===== src/rtl/opdec_pkg.sv =====
`timescale 1ns/1ps
package opdec_pkg;
    localparam int BYTE_W = 8;
    localparam int REG_W  = 3;
    localparam int VAL_W  = 2 * BYTE_W;
    localparam int LEN_W  = 3;
    localparam int MOD_W  = 2;

    localparam logic [MOD_W-1:0] MOD_REGREG = 2'b11;
    localparam logic [MOD_W-1:0] MOD_NODISP = 2'b00;
    localparam logic [REG_W-1:0] RM_DIRECT  = 3'b110;
    localparam logic [REG_W-1:0] RN_BASE    = 3'd3;
    localparam logic [REG_W-1:0] RN_SRCIDX  = 3'd6;
    localparam logic [REG_W-1:0] RN_DSTIDX  = 3'd7;

    typedef enum logic [2:0] {
        K_INC   = 3'd0,
        K_DEC   = 3'd1,
        K_MOVI  = 3'd2,
        K_MOVRM = 3'd3,
        K_BAD   = 3'd7
    } kind_e;

    typedef enum logic [1:0] {
        A_REG    = 2'd0,
        A_IND    = 2'd1,
        A_DIRECT = 2'd2,
        A_IMM    = 2'd3
    } amode_e;

    typedef enum logic [1:0] {
        ST_OPC   = 2'd0,
        ST_MODRM = 2'd1,
        ST_LO    = 2'd2,
        ST_HI    = 2'd3
    } dec_state_e;

    typedef struct packed {
        kind_e             kind;
        logic              wide;
        logic [REG_W-1:0]  dst;
        logic [REG_W-1:0]  src;
        logic              dir;
        amode_e            amode;
        logic [VAL_W-1:0]  value;
        logic [LEN_W-1:0]  len;
        logic              bad;
    } rec_t;
endpackage


===== src/rtl/opdec_opcode_class.sv =====
`timescale 1ns/1ps
module opdec_opcode_class
    import opdec_pkg::*;
(
    input  logic [BYTE_W-1:0] opc,
    output kind_e             kind,
    output logic              w,
    output logic              d,
    output logic [REG_W-1:0]  r
);
    always_comb begin
        kind = K_BAD;
        w    = 1'b0;
        d    = 1'b0;
        r    = opc[REG_W-1:0];
        if (opc[7:3] == 5'b01000) begin
            kind = K_INC;
            w    = 1'b1;
        end else if (opc[7:3] == 5'b01001) begin
            kind = K_DEC;
            w    = 1'b1;
        end else if (opc[7:4] == 4'b1011) begin
            kind = K_MOVI;
            w    = opc[3];
        end else if (opc[7:2] == 6'b100010) begin
            kind = K_MOVRM;
            w    = opc[0];
            d    = opc[1];
        end
    end
endmodule


===== src/rtl/opdec_modrm.sv =====
`timescale 1ns/1ps
module opdec_modrm
    import opdec_pkg::*;
(
    input  logic [BYTE_W-1:0] mrm,
    input  logic              d,
    output amode_e            amode,
    output logic              need_off,
    output logic              bad,
    output logic [REG_W-1:0]  dst,
    output logic [REG_W-1:0]  src
);
    logic [MOD_W-1:0] mf_mod;
    logic [REG_W-1:0] mf_reg;
    logic [REG_W-1:0] mf_rm;
    logic [REG_W-1:0] mem_reg;

    assign mf_mod = mrm[7:6];
    assign mf_reg = mrm[5:3];
    assign mf_rm  = mrm[2:0];

    always_comb begin
        amode    = A_REG;
        need_off = 1'b0;
        bad      = 1'b0;
        mem_reg  = '0;
        unique case (mf_mod)
            MOD_REGREG: begin
                mem_reg = mf_rm;
            end
            MOD_NODISP: begin
                if (mf_rm == RM_DIRECT) begin
                    amode    = A_DIRECT;
                    need_off = 1'b1;
                end else begin
                    amode = A_IND;
                    unique case (mf_rm)
                        3'b100:  mem_reg = RN_SRCIDX;
                        3'b101:  mem_reg = RN_DSTIDX;
                        3'b111:  mem_reg = RN_BASE;
                        default: bad = 1'b1;
                    endcase
                end
            end
            default: bad = 1'b1;
        endcase
    end

    assign dst = d ? mf_reg  : mem_reg;
    assign src = d ? mem_reg : mf_reg;
endmodule


===== src/rtl/opdec_ctrl.sv =====
`timescale 1ns/1ps
module opdec_ctrl
    import opdec_pkg::*;
(
    input  logic              clk,
    input  logic              rst,
    input  logic [BYTE_W-1:0] in_byte,
    input  logic              in_valid,
    output logic              in_ready,
    input  logic              out_ready,
    output logic              out_valid,
    output rec_t              rec_q,
    input  kind_e             op_kind,
    input  logic              op_w,
    input  logic              op_d,
    input  logic [REG_W-1:0]  op_r,
    output logic              d_q,
    input  amode_e            mr_amode,
    input  logic              mr_need_off,
    input  logic              mr_bad,
    input  logic [REG_W-1:0]  mr_dst,
    input  logic [REG_W-1:0]  mr_src
);
    dec_state_e        state, nxt;
    kind_e             kind_q;
    logic              w_q;
    logic [REG_W-1:0]  r_q;
    logic [REG_W-1:0]  dst_q, src_q;
    logic [BYTE_W-1:0] lo_q;
    logic              acc;
    logic              emit;
    rec_t              erec;

    assign in_ready = !(out_valid && !out_ready);
    assign acc      = in_valid && in_ready;

    // state register
    always_ff @(posedge clk) begin
        if (rst) state <= ST_OPC;
        else     state <= nxt;
    end

    // fields held across the bytes of one instruction
    always_ff @(posedge clk) begin
        if (rst) begin
            kind_q <= K_BAD;
            w_q    <= 1'b0;
            d_q    <= 1'b0;
            r_q    <= '0;
            dst_q  <= '0;
            src_q  <= '0;
            lo_q   <= '0;
        end else if (acc) begin
            unique case (state)
                ST_OPC: begin
                    kind_q <= op_kind;
                    w_q    <= op_w;
                    d_q    <= op_d;
                    r_q    <= op_r;
                end
                ST_MODRM: begin
                    dst_q <= mr_dst;
                    src_q <= mr_src;
                end
                ST_LO:   lo_q <= in_byte;
                ST_HI:   ;
            endcase
        end
    end

    // next state and record to emit
    always_comb begin
        nxt  = state;
        emit = 1'b0;
        erec = '0;
        unique case (state)
            ST_OPC: if (acc) begin
                unique case (op_kind)
                    K_INC, K_DEC: begin
                        emit       = 1'b1;
                        erec.kind  = op_kind;
                        erec.wide  = 1'b1;
                        erec.dst   = op_r;
                        erec.src   = op_r;
                        erec.dir   = 1'b1;
                        erec.amode = A_REG;
                        erec.len   = 3'd1;
                    end
                    K_MOVI:  nxt = ST_LO;
                    K_MOVRM: nxt = ST_MODRM;
                    default: begin
                        emit       = 1'b1;
                        erec.kind  = K_BAD;
                        erec.bad   = 1'b1;
                        erec.value = {{BYTE_W{1'b0}}, in_byte};
                        erec.len   = 3'd1;
                    end
                endcase
            end
            ST_MODRM: if (acc) begin
                if (mr_bad) begin
                    emit       = 1'b1;
                    nxt        = ST_OPC;
                    erec.kind  = K_BAD;
                    erec.bad   = 1'b1;
                    erec.value = {{BYTE_W{1'b0}}, in_byte};
                    erec.len   = 3'd2;
                end else if (mr_need_off) begin
                    nxt = ST_LO;
                end else begin
                    emit       = 1'b1;
                    nxt        = ST_OPC;
                    erec.kind  = K_MOVRM;
                    erec.wide  = w_q;
                    erec.dst   = mr_dst;
                    erec.src   = mr_src;
                    erec.dir   = d_q;
                    erec.amode = mr_amode;
                    erec.len   = 3'd2;
                end
            end
            ST_LO: if (acc) begin
                if (kind_q == K_MOVI && !w_q) begin
                    emit       = 1'b1;
                    nxt        = ST_OPC;
                    erec.kind  = K_MOVI;
                    erec.dst   = r_q;
                    erec.dir   = 1'b1;
                    erec.amode = A_IMM;
                    erec.value = {{BYTE_W{1'b0}}, in_byte};
                    erec.len   = 3'd2;
                end else begin
                    nxt = ST_HI;
                end
            end
            ST_HI: if (acc) begin
                emit       = 1'b1;
                nxt        = ST_OPC;
                erec.value = {in_byte, lo_q};
                erec.wide  = w_q;
                if (kind_q == K_MOVI) begin
                    erec.kind  = K_MOVI;
                    erec.dst   = r_q;
                    erec.dir   = 1'b1;
                    erec.amode = A_IMM;
                    erec.len   = 3'd3;
                end else begin
                    erec.kind  = K_MOVRM;
                    erec.dst   = dst_q;
                    erec.src   = src_q;
                    erec.dir   = d_q;
                    erec.amode = A_DIRECT;
                    erec.len   = 3'd4;
                end
            end
        endcase
    end

    // output record register
    always_ff @(posedge clk) begin
        if (rst) begin
            out_valid <= 1'b0;
            rec_q     <= '0;
        end else if (emit) begin
            out_valid <= 1'b1;
            rec_q     <= erec;
        end else if (out_ready) begin
            out_valid <= 1'b0;
        end
    end


    reset_state_chk: assert property (@(posedge clk) disable iff (rst)
        $past(rst) |-> (state == ST_OPC) && !out_valid);


    stall_hold_chk: assert property (@(posedge clk) disable iff (rst)
        out_valid && !out_ready |=> out_valid && $stable(rec_q));


    valid_cause_chk: assert property (@(posedge clk) disable iff (rst)
        $rose(out_valid) |-> $past(in_valid && in_ready));


    incdec_shape_chk: assert property (@(posedge clk) disable iff (rst)
        out_valid && (rec_q.kind == K_INC || rec_q.kind == K_DEC)
            |-> rec_q.len == 3'd1 && rec_q.dst == rec_q.src);


    direct_len_chk: assert property (@(posedge clk) disable iff (rst)
        out_valid && rec_q.amode == A_DIRECT
            |-> rec_q.len == 3'd4 && rec_q.kind == K_MOVRM);


    ind_base_chk: assert property (@(posedge clk) disable iff (rst)
        out_valid && rec_q.amode == A_IND
            |-> ((rec_q.dir ? rec_q.src : rec_q.dst) == RN_BASE
              || (rec_q.dir ? rec_q.src : rec_q.dst) == RN_SRCIDX
              || (rec_q.dir ? rec_q.src : rec_q.dst) == RN_DSTIDX));


    bad_len_chk: assert property (@(posedge clk) disable iff (rst)
        out_valid && rec_q.bad
            |-> (rec_q.len == 3'd1 || rec_q.len == 3'd2) && rec_q.kind == K_BAD);
endmodule


===== src/rtl/opstream_decoder.sv =====
`timescale 1ns/1ps
module opstream_decoder
    import opdec_pkg::*;
(
    input  logic              clk,
    input  logic              rst,
    input  logic [BYTE_W-1:0] in_byte,
    input  logic              in_valid,
    output logic              in_ready,
    input  logic              out_ready,
    output logic              out_valid,
    output logic [2:0]        out_kind,
    output logic              out_wide,
    output logic [REG_W-1:0]  out_dst,
    output logic [REG_W-1:0]  out_src,
    output logic              out_dir,
    output logic [1:0]        out_amode,
    output logic [VAL_W-1:0]  out_value,
    output logic [LEN_W-1:0]  out_len,
    output logic              out_bad
);
    kind_e            op_kind;
    logic             op_w, op_d, d_q;
    logic [REG_W-1:0] op_r, mr_dst, mr_src;
    amode_e           mr_amode;
    logic             mr_need_off, mr_bad;
    rec_t             rec_q;

    opdec_opcode_class u_class (
        .opc  (in_byte),
        .kind (op_kind),
        .w    (op_w),
        .d    (op_d),
        .r    (op_r)
    );

    opdec_modrm u_modrm (
        .mrm      (in_byte),
        .d        (d_q),
        .amode    (mr_amode),
        .need_off (mr_need_off),
        .bad      (mr_bad),
        .dst      (mr_dst),
        .src      (mr_src)
    );

    opdec_ctrl u_ctrl (
        .clk         (clk),
        .rst         (rst),
        .in_byte     (in_byte),
        .in_valid    (in_valid),
        .in_ready    (in_ready),
        .out_ready   (out_ready),
        .out_valid   (out_valid),
        .rec_q       (rec_q),
        .op_kind     (op_kind),
        .op_w        (op_w),
        .op_d        (op_d),
        .op_r        (op_r),
        .d_q         (d_q),
        .mr_amode    (mr_amode),
        .mr_need_off (mr_need_off),
        .mr_bad      (mr_bad),
        .mr_dst      (mr_dst),
        .mr_src      (mr_src)
    );

    assign out_kind  = rec_q.kind;
    assign out_wide  = rec_q.wide;
    assign out_dst   = rec_q.dst;
    assign out_src   = rec_q.src;
    assign out_dir   = rec_q.dir;
    assign out_amode = rec_q.amode;
    assign out_value = rec_q.value;
    assign out_len   = rec_q.len;
    assign out_bad   = rec_q.bad;
endmodule


===== config.mk =====
export PLATFORM = sky130hd
export DESIGN_NAME = opstream_decoder
export DESIGN_NICKNAME = d
export VERILOG_FILES = /design/src/rtl/opdec_pkg.sv /design/src/rtl/opdec_opcode_class.sv /design/src/rtl/opdec_modrm.sv /design/src/rtl/opdec_ctrl.sv /design/src/rtl/opstream_decoder.sv
export SDC_FILE = /design/constraint.sdc
export NUM_CORES = 1
export LEC_CHECK = 0
export BUFFER_PORTS_ARGS = -buffer_cell sky130_fd_sc_hd__buf_2
export CORE_ASPECT_RATIO = 0.9
export CORE_MARGIN = 5
export CORE_UTILIZATION = 50
export DETAILED_ROUTE_END_ITERATION = 8
export MAX_ROUTING_LAYER = met4
export PLACE_DENSITY = 0.82
export SYNTH_ARGS = -nofsm -noshare
export SYNTH_HDL_FRONTEND = slang
export SYNTH_SLANG_ARGS = --single-unit

===== constraint.sdc =====
create_clock -name clk -period 6.4 [get_ports clk]
set_clock_uncertainty 0.2 [all_clocks]
set_input_delay 0.32 -clock clk [delete_from_list [all_inputs] [get_ports clk]]
set_output_delay 0.32 -clock clk [all_outputs]
set_load 0.02 [all_outputs]

==> results of run 1 <==
-- Yosys cell counts, types with 6 or more instances --
cell / number / area, um2
dfxtp_1: 58 / 1160
nand2_1: 52 / 195
nor2_1: 35 / 131
o21ai_0: 35 / 175
a21oi_1: 30 / 150
clkbuf_1: 19 / 71.3
nand3_1: 16 / 80.1
nor3_1: 12 / 60.1
inv_1: 11 / 41.3
ha_1: 9 / 113
a221oi_1: 7 / 61.3
a22oi_1: 6 / 45.0
-- through the flow --
stage	utilization (%)	hold WS (ns)
after CTS	58.7	0.0723
after floorplan	-	0.236
final	58.7	0.0756
after global placement	54.8	0.244
after global routing	58.7	0.0935
after detailed placement	54.8	0.247
-- logic make-up (layout without fill, tap and decap cells) --
group           count (synthesis)  in the layout  share of synthesized area (%)
compound gates                113            113                           26.1
fa+ha+maj                       9              9                           3.92
buf+inv                        39             75                           5.49
flops                          58             58                           40.4
mux                             4              4                           1.44
simple gates                  141            141                           22.7
-- final cells by class --
type,instances,share of cell area (%)
sequential,58,35.2
timing repair buffer,47,7.20
multi-input combinational,267,47.0
inverter,12,1.36
clock buffer,11,4.28
tap,70,2.65
clock inverter,5,2.35
-- metal layers --
layer | GRT usage, % | vias to the layer above | routed length [um]
li1 | - | 1371 | -
met5 | - | - | 0
met3 | 6.23 | 23 | 736
met4 | 9.97 | 0 | 210
met1 | 27.6 | 1381 | 3460
met2 | 37.2 | 157 | 3830
-- placed cells by master, fill, tap and decap left out, types with 2 or more instances in the layout --
cell	count
a211oi_1	5
a21boi_0	2
a21oi_1	30
a221oi_1	7
a222oi_1	3
a22oi_1	6
a311oi_1	3
a31oi_1	3
and2_1	3
and3_1	2
buf_2	46
bufinv_16	2
clkbuf_8	10
clkinv_2	2
dfxtp_1	58
ha_1	9
inv_1	11
mux2i_1	3
nand2_1	52
nand2b_1	2
nand3_1	16
nor2_1	35
nor2b_1	4
nor3_1	12
nor3b_1	3
o211ai_1	4
o21ai_0	35
o22ai_1	2
o32ai_1	2
or3_1	3
or3b_2	2
-- state kept, by name (all words and copies together), names as in the netlist --
signal	count
u_ctrl.rec_q	33
u_ctrl.state	2
u_ctrl.dst_q	3
u_ctrl.out_valid	1
u_ctrl.w_q	1
u_ctrl.src_q	3
u_ctrl.lo_q	8
u_ctrl.kind_q	3
u_ctrl.r_q	3
u_ctrl.d_q	1
-- critical path: stages, from the launching register on --
cell and delay [ns]:
dfxtp_1 0.33, inv_1 0.12, ha_1 0.66, nand3_1 0.47, nor2_1 0.61, a222oi_1 0.21
or3_1 0.33, a21oi_1 0.13
-- report_power, final --
| group | switching, W | leakage [nW] | total, W | internal [W] |
|---|---|---|---|---|
| Sequential | 0.0000330 | 0.473 | 0.000455 | 0.000422 |
| Clock | 0.000146 | 0.109 | 0.000375 | 0.000228 |
| Combinational | 0.000341 | 0.702 | 0.000493 | 0.000152 |
-- worst paths after layout --
check | endpoint | depth (start not counted) | slack [ns] | startpoint
setup / recovery | u_ctrl.rec_q[23] | 7 | 3.27 | u_ctrl.state[1]
hold reg to reg | u_ctrl.rec_q[30] | 2 | 0.25 | u_ctrl.rec_q[30]
hold / removal | u_ctrl.lo_q[6] | 3 | 0.08 | in_byte[6]
setup reg to reg | u_ctrl.rec_q[23] | 7 | 3.27 | u_ctrl.state[1]
==> run_results.csv, run 1 <==
group,metric,value,unit
run_status,status,"finished, final reports clean",
grt,grt_overflow_total,0,
logic_synthesis,avgSynthCellArea,7.89,um2
logic_synthesis,ys_ff_latch,58,
routing,drt_iter0_drc,368,
logic_synthesis,synth_edf_count,0,
clock_tree,cts_buffers,9,
final_layout,multiInputGateArea,1550,um2
pwr,powerDensity,400,nW/um2
final_layout,antenna_cells,0,
sta,fin_ws,3.27,ns
clock_tree,cts_tree,"yes",
die,die_w,89.9,um
clock_tree,postCtsSetupBuffers,0,
sta,fin_crit,3.13,ns
clock_tree,clockBufferDepth,2,
sta,setup_viol,0,
placement,finalWeightedCongestion,0.951,
routing,avgViaCountPerCell,6.24,
grt,grt_pass1_wl,13.3,mm
logic_synthesis,synth_area,2870,um2
sta,fmax,0.320,GHz
pwr,p_total,0.00132,W
die,die_h,81.9,um
sta,final_max_slew_viol_count,0,
worst_setup_path,end_kind,"flip-flop",
logic_synthesis,synthCells,364,
final_layout,register_area,1160,um2
sta,setup-tns-final,0,ns
logic_synthesis,synthArstFlopShare,0,%
die,die_area,7360,um2
sta,worst_pin_slew,1.13,ns
pwr,ir_drop,0.000200,V
worst_setup_path,required,6.47,ns
logic_synthesis,ys.flop_type,"dfxtp_1",
placement,io_buffer_count,46,
die,coreArea,5630,um2
worst_setup_path,path_max_fanout,22,
logic_synthesis,ys_types,52,
final_layout,fillers,539,
grt,track_usage,23.1,%
placement,place_ws,3.34,ns
sta,slew-limit-headroom,24.3,%
clock_tree,cts.repair.resized,0,
clock_tree,cts.sinks,58,
clock_tree,clock_latency,0.34,ns
grt,grt_pass1_vias,2646,
routing,vias,2932,
grt,antenna_found_initial,0,
placement,dpl.hpwl,5.61,mm
worst_hold_path,hold_path.class,"input port to flip-flop",
logic_synthesis,ys_warn_count,0,
routing,wirelength,8.25,mm
worst_setup_path,critical_path_class,"flip-flop to flip-flop",
die,num_rows,26,
final_layout,drive_gt1_share,17.8,%
clock_tree,cts_hold_buffers,0,
pwr,leakagePower,1.28,nW
placement,placed_area,3080,um2
clock_tree,cts.clk_slew.worst_paths,0.07,ns
routing,firstDrtPassIters,5,
logic_synthesis,synth_nets,385,
clock_tree,htree_levels,3,
sta,rsz0062_at_grt,"false",
worst_setup_path,start_kind,"flip-flop",
final_layout,nets,416,
worst_setup_path,crit_arrival,3.20,ns
routing,drc,0,
die,ios,47,
sta,hold_viol,0,
final_layout,instances_no_fill,470,
die,initial_core_util,51.0,%
routing,wl_per_cell,17.5,um
sta,fin_crit_sh,48.9,%
final_layout,area_delta_synth_final,15.0,%
placement,dp.cells,454,
final_layout,fin_area,3300,um2
logic_synthesis,seq_area_frac_synth,40.4,%
routing,drtAntennaViolNets,0,
clock_tree,root_buffer,"clkbuf_8",
grt,grt_max_degree,43,
run,maxCapViolCount,0,
(Power assumes the default switching activity.)
==> inputs of run 2 (changes only) <==
==> constraint.sdc (replaced) <==
create_clock -name clk -period 3.1 [get_ports clk]
set_clock_uncertainty 0.2 [all_clocks]
set_input_delay 0.155 -clock clk [delete_from_list [all_inputs] [get_ports clk]]
set_output_delay 0.155 -clock clk [all_outputs]
set_load 0.02 [all_outputs]
==> run 2 against run 1 <==
  * Count of clock-buffer cells in the layout shrank 2
  * Worst hold slack gained 0.029 ns
  * Worst setup slack lost 3.0 ns
  * Largest power group unchanged
  * Register-to-register slack worse by 2.9 ns
==> run_results.csv, run 2 (synthesis gave the netlist of run 1 again) <==
group,metric,value,unit
worst_setup_path,worst_r2r_path_depth,8,
pwr,ir_drop,0.000468,V
sta,fin_crit,2.83,ns
grt,antenna_found_initial,0,
sta,slew-limit-headroom,53.8,%
sta,fin_crit_sh,91.2,%
die,num_rows,26,
routing,wirelength,8.47,mm
final_layout,top_register,"u_ctrl.rec_q",
clock_tree,root_buffer,"clkbuf_8",
final_layout,final_cell_mix,"dfxtp_1 (58), nand2_1 (52), buf_2 (46)",
pwr,p_total,0.00279,W
worst_setup_path,crit_arrival,2.90,ns
sta,rsz0062_at_grt,"false",
clock_tree,cts_buffers,9,
sta,fmax,0.354,GHz
routing,drc,0,
worst_setup_path,required,3.17,ns
final_layout,multiInputGateArea,1550,um2
sta,hold_slack,0.104,ns
worst_setup_path,critical_path_class,"input port to flip-flop",
final_layout,area_delta_synth_final,21.4,%
final_layout,fin_area,3490,um2
worst_hold_path,whs_endpoint,"u_ctrl.src_q[2]",
worst_setup_path,r2r-end,"u_ctrl.rec_q[4]",
routing,avgViaCountPerCell,5.95,
routing,vias,2926,
final_layout,final_common_cell,"dfxtp_1",
worst_setup_path,worst-r2r-setup-slack,0.36,ns
die,coreArea,5630,um2
die,initial_core_util,51.0,%
run_status,status,"finished, final reports clean",
grt,track_usage,24.2,%
grt,grt_max_degree,42,
die,ios,47,
clock_tree,cts.sinks,58,
clock_tree,htree_levels,3,
routing,drtAntennaViolNets,0,
worst_hold_path,holdPathStages,4,
placement,dpl.hpwl,5.98,mm
run,maxCapViolCount,0,
grt,gr-max-usage-layer,"met2",
sta,final_max_slew_viol_count,0,
clock_tree,cts.clk_slew.worst_paths,0.07,ns
worst_hold_path,hold_path.class,"input port to flip-flop",
grt,use_met2,39.3,%
grt,grt_pass1_vias,2765,
final_layout,largest_reg_flops,33,
placement,finalWeightedCongestion,0.965,
grt,grt_overflow_total,0,
sta,setup-tns-final,0,ns
worst_setup_path,r2r-start,"u_ctrl.state[1]",
placement,io_buffer_count,46,
routing,firstDrtPassIters,5,
die,die_w,89.9,um
sta,hold_viol,0,
clock_tree,clockBufferDepth,2,
pwr,leakagePower,1.39,nW
grt,met3_usage,6.23,%
grt,grt_pass1_wl,13.9,mm
worst_setup_path,path_max_fanout,23,
final_layout,fillers,509,
sta,setup_viol,0,
die,die_area,7360,um2
routing,drt_iter0_drc,321,
placement,placed_area,3190,um2
clock_tree,clock_latency,0.34,ns
worst_setup_path,start_kind,"input port",
final_layout,drive_gt1_share,20.4,%
grt,grtUsageMet1,29.4,%
final_layout,antenna_cells,0,
routing,wl_per_cell,17.2,um
sta,worst_pin_slew,0.685,ns
clock_tree,cts_tree,"yes",
final_layout,biggestRegsByFlops,"u_ctrl.rec_q (33), u_ctrl.lo_q (8)",
final_layout,register_area,1160,um2
die,die_h,81.9,um
pwr,powerDensity,801,nW/um2
worst_setup_path,end_kind,"flip-flop",
worst_hold_path,hold_start,"in_valid",
final_layout,nets,439,
==> run 2: how the worst max path moves through the flow <==
stage / cells past startpoint / end / start / slack [ns]
after floorplan: 8 / u_ctrl.rec_q[4] / u_ctrl.out_valid / 0.86
after global placement: 6 / u_ctrl.rec_q[25] / in_byte[4] / 0.46
after detailed placement: 6 / u_ctrl.rec_q[24] / in_byte[4] / 0.36
after CTS: 7 / u_ctrl.rec_q[24] / in_byte[4] / 0.17
after global routing: 7 / u_ctrl.rec_q[23] / in_byte[4] / 0.17
final: 7 / u_ctrl.rec_q[24] / in_byte[4] / 0.27
==> run 2: report_power, final <==
| part | switching [W] | internal [W] | total (W) |
|---|---|---|---|
| combinational | 0.000733 | 0.000374 | 0.00111 |
| clock | 0.000305 | 0.000443 | 0.000748 |
| sequential | 0.0000679 | 0.000870 | 0.000938 |
==> run 2: worst max-delay path: stages <==
cell and delay, ns:
dlygate4sd3_1 0.53, buf_2 0.18, or4b_1 0.68, o211a_2 0.24, a221o_2 0.55, or3_1 0.41
a21oi_1 0.14
==> run 2: metal layers <==
layer / vias up / share of wire [%]
met3: 21 / 8.3
met2: 139 / 47
met4: 0 / 2.2
met1: 1352 / 42
met5: - / 0
li1: 1414 / -
==> run 2: cell type report <==
type | count | area share (%)
well taps | 70 | 2.51
multi-input cells | 267 | 44.6
flip-flops and latches | 58 | 33.3
clock buffers | 9 | 3.55
inverters | 12 | 1.29
clock inverters | 6 | 2.37
repair buffers | 70 | 12.4
==> run 2: per-stage QoR <==
stage,util (%),cells,setup WS (ns)
3_5_place_dp,56.7,468,0.365
2_1_floorplan,-,364,0.864
4_1_cts,61.9,492,0.174
3_3_place_gp,56.7,468,0.456
5_1_grt,62.0,492,0.165
6_report,62.0,492,0.274
==> run 2: what timing repair did <==
item	in CTS	in global routing
hold buffers	9	0
setup endpoints to repair	0	5
setup buffers	0	0
hold endpoints to repair	17	0
gates resized for setup	0	1
